File: src/rtl/i2c_ctl_rate.sv
module i2c_ctl_rate #(
  parameter int UNIT = 20
) (
  input  logic       clk,
  input  logic       rst_n,
  input  logic       reg_wr,
  input  logic [7:0] reg_wdata,
  output logic [7:0] reg_rdata,
  input  logic       irq_req,
  input  logic       stop_seen,
  input  logic       tmr_ovf,
  output logic       en_o,
  output logic       sta_o,
  output logic       sto_o,
  output logic       si_o,
  output logic       aa_o,
  output logic [2:0] rate_o,
  output logic       scl_clk
);
  localparam int CW = $clog2(UNIT * 16 + 1);

  logic [7:0]    ctl_q, ctl_d;
  logic [CW-1:0] cnt_q, half;
  logic          scl_q;
  logic [2:0]    rate_q, rate_d;
  logic          restart;

  always_comb begin
    ctl_d = reg_wr ? reg_wdata : ctl_q;
    if (irq_req) ctl_d[3] = 1'b1;
    if (stop_seen || !ctl_d[6]) ctl_d[4] = 1'b0;
  end

  assign rate_q  = {ctl_q[7], ctl_q[1:0]};
  assign rate_d  = {ctl_d[7], ctl_d[1:0]};
  assign restart = (rate_d != rate_q) || !ctl_q[6];

  always_comb begin
    case (rate_q)
      3'd0:    half = CW'(UNIT);
      3'd1:    half = CW'(UNIT * 2);
      3'd2:    half = CW'(UNIT * 3);
      3'd3:    half = CW'(UNIT * 4);
      3'd4:    half = CW'(UNIT * 8);
      3'd5:    half = CW'(UNIT * 12);
      default: half = CW'(UNIT * 16);
    endcase
  end

  always_ff @(posedge clk or negedge rst_n) begin
    if (!rst_n) ctl_q <= '0;
    else        ctl_q <= ctl_d;
  end

  always_ff @(posedge clk or negedge rst_n) begin
    if (!rst_n) begin
      cnt_q <= '0;
      scl_q <= 1'b0;
    end else if (!ctl_d[6]) begin
      cnt_q <= '0;
      scl_q <= 1'b0;
    end else if (restart) begin
      cnt_q <= '0;
    end else if (rate_q == 3'd7) begin
      cnt_q <= '0;
      if (tmr_ovf) scl_q <= ~scl_q;
    end else if (cnt_q == half - 1'b1) begin
      cnt_q <= '0;
      scl_q <= ~scl_q;
    end else begin
      cnt_q <= cnt_q + 1'b1;
    end
  end

  assign reg_rdata = ctl_q;
  assign en_o      = ctl_q[6];
  assign sta_o     = ctl_q[5];
  assign sto_o     = ctl_q[4];
  assign si_o      = ctl_q[3];
  assign aa_o      = ctl_q[2];
  assign rate_o    = rate_q;
  assign scl_clk   = scl_q;

  assert_si_set_R3: assert property (@(posedge clk) disable iff (!rst_n)
    irq_req |=> si_o);

  assert_stop_clear_R4: assert property (@(posedge clk) disable iff (!rst_n)
    stop_seen |=> !sto_o);

  assert_sto_needs_en_R5: assert property (@(posedge clk) disable iff (!rst_n)
    sto_o |-> en_o);

  assert_cnt_in_range_R6: assert property (@(posedge clk) disable iff (!rst_n)
    cnt_q < half);

  assert_ovf_toggle_R7: assert property (@(posedge clk) disable iff (!rst_n)
    (en_o && rate_o == 3'd7 && tmr_ovf && !reg_wr) |=> (scl_clk != $past(scl_clk)));

  assert_ovf_hold_R7: assert property (@(posedge clk) disable iff (!rst_n)
    (en_o && rate_o == 3'd7 && !tmr_ovf && !reg_wr) |=> $stable(scl_clk));

  assert_idle_low_R8: assert property (@(posedge clk) disable iff (!rst_n)
    !en_o |-> !scl_clk);
endmodule

File: config.mk
export PLATFORM = sky130hd
export DESIGN_NAME = i2c_ctl_rate
export DESIGN_NICKNAME = d
export VERILOG_FILES = /design/src/rtl/i2c_ctl_rate.sv
export SDC_FILE = /design/constraint.sdc
export NUM_CORES = 1
export LEC_CHECK = 0
export ABC_CLOCK_PERIOD_IN_PS = 1900
export BUFFER_PORTS_ARGS = -buffer_cell sky130_fd_sc_hd__clkbuf_2
export CAP_MARGIN = 20
export CORE_ASPECT_RATIO = 0.6
export CORE_MARGIN = 5
export CORE_UTILIZATION = 26
export CTS_BUF_LIST = sky130_fd_sc_hd__clkbuf_4
export DETAILED_ROUTE_END_ITERATION = 10
export HOLD_SLACK_MARGIN = 0.12
export PLACE_DENSITY = 0.55
export REMOVE_ABC_BUFFERS = 1
export SLEW_MARGIN = 20
export SYNTH_ARGS = -nofsm -noshare
export SYNTH_HDL_FRONTEND = slang
export SYNTH_SLANG_ARGS = --single-unit
File: constraint.sdc
create_clock -name clk -period 1.9 [get_ports clk]
set_clock_uncertainty 0.05 [all_clocks]
set_input_delay 0.38 -clock clk [delete_from_list [all_inputs] [get_ports clk]]
set_output_delay 0.38 -clock clk [all_outputs]
set_load 0.1 [all_outputs]
==> metrics.md <==
| Metric | Value |
|---|---|
| Status | finished, final reports clean |
| RSZ-0062 raised after global routing | true |
| GR Util All Layers | 0.09739 |
| Fmax | 526.8 MHz |
| CP required | 2.09 ns |
| Fin. Hold Viols | 0 |
| Tmin final | 1.898 ns |
| Vias in the first global route | 938 |
| Vias per cell | 4.412 |
| WS Path Type | reg2reg |
| # fillers | between 400 and 500 |
| Grt ovf | 0 |
| # clock sinks | 18 |
| Cell internal pwr | 617.9 µW |
| Initial antenna violation count | 0 |
| Sw Pwr | approximately 530 µW |
| TritonCTS buffer count | 3 |
| Design Power | 1.147 mW |
| Die Area | approximately 0.006 mm² |
| Worst setup margin | between 0.0015 and 0.002 ns |
| Drt pass-1 iters | 4 |
| Netlist Area Pre-Place | 0.001172 mm² |
| WL per Instance | 12.58 µm |
| Register area share after synthesis | 0.3842 |
| Die Y | 62.02 µm |
| Power share of the clock group | 0.175 |
| Worst slew pin tran | 0.5452 ns |
| Final setup violating endpoints | 0 |
| Via count | 975 |
| CTS tree | yes |
| Synthesis-to-layout area growth | 28.71% |
| Setup WS pre-CTS | -0.02676 ns |
| Fraction of layout cells with a size suffix above 1 | 0.4534 |
| PortBufs | 30 |
| Leakage | 0.6811 nW |
| Ports | 31 |
| Synth Register Bits | 18 |
| Nets@finish | 177 |
| Avg Inst Size Synth | 9.531 µm² |
| Dpl hpwl | 2.217 mm |
| Final Cycle Share | 0.9991 |
| Antenna viol nets, final | 0 |
| Die width | 96.69 µm |
| Core area | 0.004234 mm² |
| Routability cong. | 0.7668 |
| Routed WL | 2.781 mm |
| Mapped Cells | between 100 and 150 |
| Worst slew margin | 0.6381 |
| Num rows | 18 |
| Worst-path clk slew | 0.10 ns |
| EDFF count, synth | 0 |
| DRC violations left | 0 |
| Slew Viols, Final | 0 |
| Pin count of the biggest net entering global routing | 19 |
| CTS Buffer Depth | 2 |
| CTS root buf | clkbuf_4 |
| Power per cell area | 760.0 mW/mm² |
| Worst vdd ir | 0.2084 mV |
| ANT cells | 0 |
| Startpoint Class | flop |
| Sequential power share | 0.379 |
| Ys Warns | 0 |
| Later-pin clock latency in the skew report | about 0.3 ns |
| Drt first-iter violations | 31 |
| Worst min path class | in2reg |
| Asr flop ratio synth | 1.000 |
| Max Cap Violations | 0 |
| Net Sw Frac | 0.4612 |
| CP Max Fanout | 9 |
| Comb pwr share | 0.445 |
| H-Tree Depth | 1 |
| Initial Util | 0.2769 |
| Post-synthesis cell type count | 38 |
| Worst setup EP type | flop |
| Critical path arrival | 2.09 ns |
| Dominant synthesized flop cell | dfrtp_1 |
| First-pass GRT wire length | roughly 4.6 mm |
==> power groups by stage <==
stage / Clock, mW / Combinational [mW] / Sequential [mW]
after floorplan: 0 / 0.0910 / 0.709
after global placement: 0 / 0.489 / 0.439
after detailed placement: 0 / 0.494 / 0.441
after CTS: 0.216 / 0.501 / 0.435
after global routing: 0.228 / 0.535 / 0.441
final: 0.201 / 0.511 / 0.435
==> synth_stat cells, types with 2 or more instances <==
cell      n  share of area
xnor2_1   6          0.045
nor3_1    3          0.013
a21oi_1   2         0.0085
buf_6     2          0.019
buf_2     2         0.0085
nor2_1    6          0.019
nand2_1   6          0.019
o22ai_1   2          0.011
nand3_1   8          0.034
and2b_1   3          0.019
dfrtp_1  18           0.38
mux2_2    3          0.029
nor2_2    9          0.048
nor4_2    2          0.021
buf_4    10          0.064
nor2b_1   5          0.027
mux2i_1   2          0.017
o21ai_0   4          0.017
a211o_1   3          0.022
xor2_1    5          0.037
inv_1     4          0.013
and4b_1   2          0.017
==> timing repair <==
action                     in CTS  in global routing
hold buffers                    1                  0
setup endpoints to repair       9                 10
hold endpoints to repair       18                  0
pin swaps                       3                  5
setup buffers                   0                  3
gates resized for setup         5                  3
==> registers in the layout, summed over array words and instances (netlist names) <==
name,flops
scl_clk,1
cnt_q,9
reg_rdata,8
==> cells by family (layout without fill, tap and decap cells) <==
family / count (synthesis) / after routing / share of synthesized area
xor+xnor: 11 / 11 / 0.08218
fa+ha+maj: 1 / 1 / 0.01067
flops: 18 / 18 / 0.3842
compound gates: 16 / 16 / 0.09819
simple gates: 52 / 52 / 0.2679
buf+inv: 20 / 58 / 0.1110
mux: 5 / 5 / 0.04589
==> critical path, stage by stage, from the launching register on <==
cell,delay [ns]
dfrtp_1,0.44
buf_6,0.14
and4b_1,0.18
a22oi_2,0.17
a2bb2oi_2,0.19
o31ai_2,0.10
a211o_1,0.31
buf_12,0.15
nor2_2,0.10
==> path summary, 6_finish.rpt <==
path                       slack (ns)      endpoint  cells past startpoint         start
min                              0.18  reg_rdata[4]                      2     stop_seen
max                             0.002      cnt_q[7]                      8  reg_rdata[7]
max reg2reg                     0.002      cnt_q[7]                      8  reg_rdata[7]
max in group asynchronous        0.95  reg_rdata[1]                      2         rst_n
min reg2reg                      0.45      cnt_q[0]                      1      cnt_q[0]
min in group asynchronous        0.51      cnt_q[2]                      2         rst_n
==> per-layer routing <==
metal  routed length, µm  GRT usage  part of all wire
met1                1347     0.1258              0.48
met5                   0          0                 0
met3                 164    0.02899             0.059
met4                  23    0.03600            0.0083
met2                1245     0.1588              0.45
==> metrics by stage <==
step / hold WS (ns) / setup TNS (ns) / cells / cell area [µm²] / util
finish: 0.1750 / 0 / 221 / 1509 / 0.3564
floorplan: 0.03441 / -16.43 / 108 / 1061 / -
detailed placement: 0.3102 / -0.1194 / 213 / 1426 / 0.3369
global placement: 0.3033 / 0 / 213 / 1426 / 0.3369
global route: 0.1651 / -0.6893 / 221 / 1509 / 0.3564
CTS: 0.1691 / 0 / 218 / 1478 / 0.3490
==> layout make-up <==
cell class | instances | area (µm²) | area share
clock inverters | 1 | 3.754 | 0.002488
flip-flops and latches | 18 | 452.9 | 0.3002
inverters | 5 | 18.77 | 0.01244
repair buffers | 49 | 330.3 | 0.2189
clock buffers | 3 | 22.52 | 0.01493
well taps | 60 | 75.07 | 0.04975
multi-input cells | 85 | 605.6 | 0.4013
==> layout by cell type, fill, tap and decap left out, drive strengths merged, types with 4 or more instances in the layout <==
cell type | Yosys | layout
nand3 | 8 | 8
nor2 | 15 | 15
inv | 5 | 5
nor2b | 5 | 5
xor2 | 5 | 5
o21ai | 4 | 4
buf | 15 | 24
nand2 | 6 | 6
xnor2 | 6 | 6
dfrtp | 18 | 18
clkbuf | 0 | 27
Power figures use the tool's default switching activity.
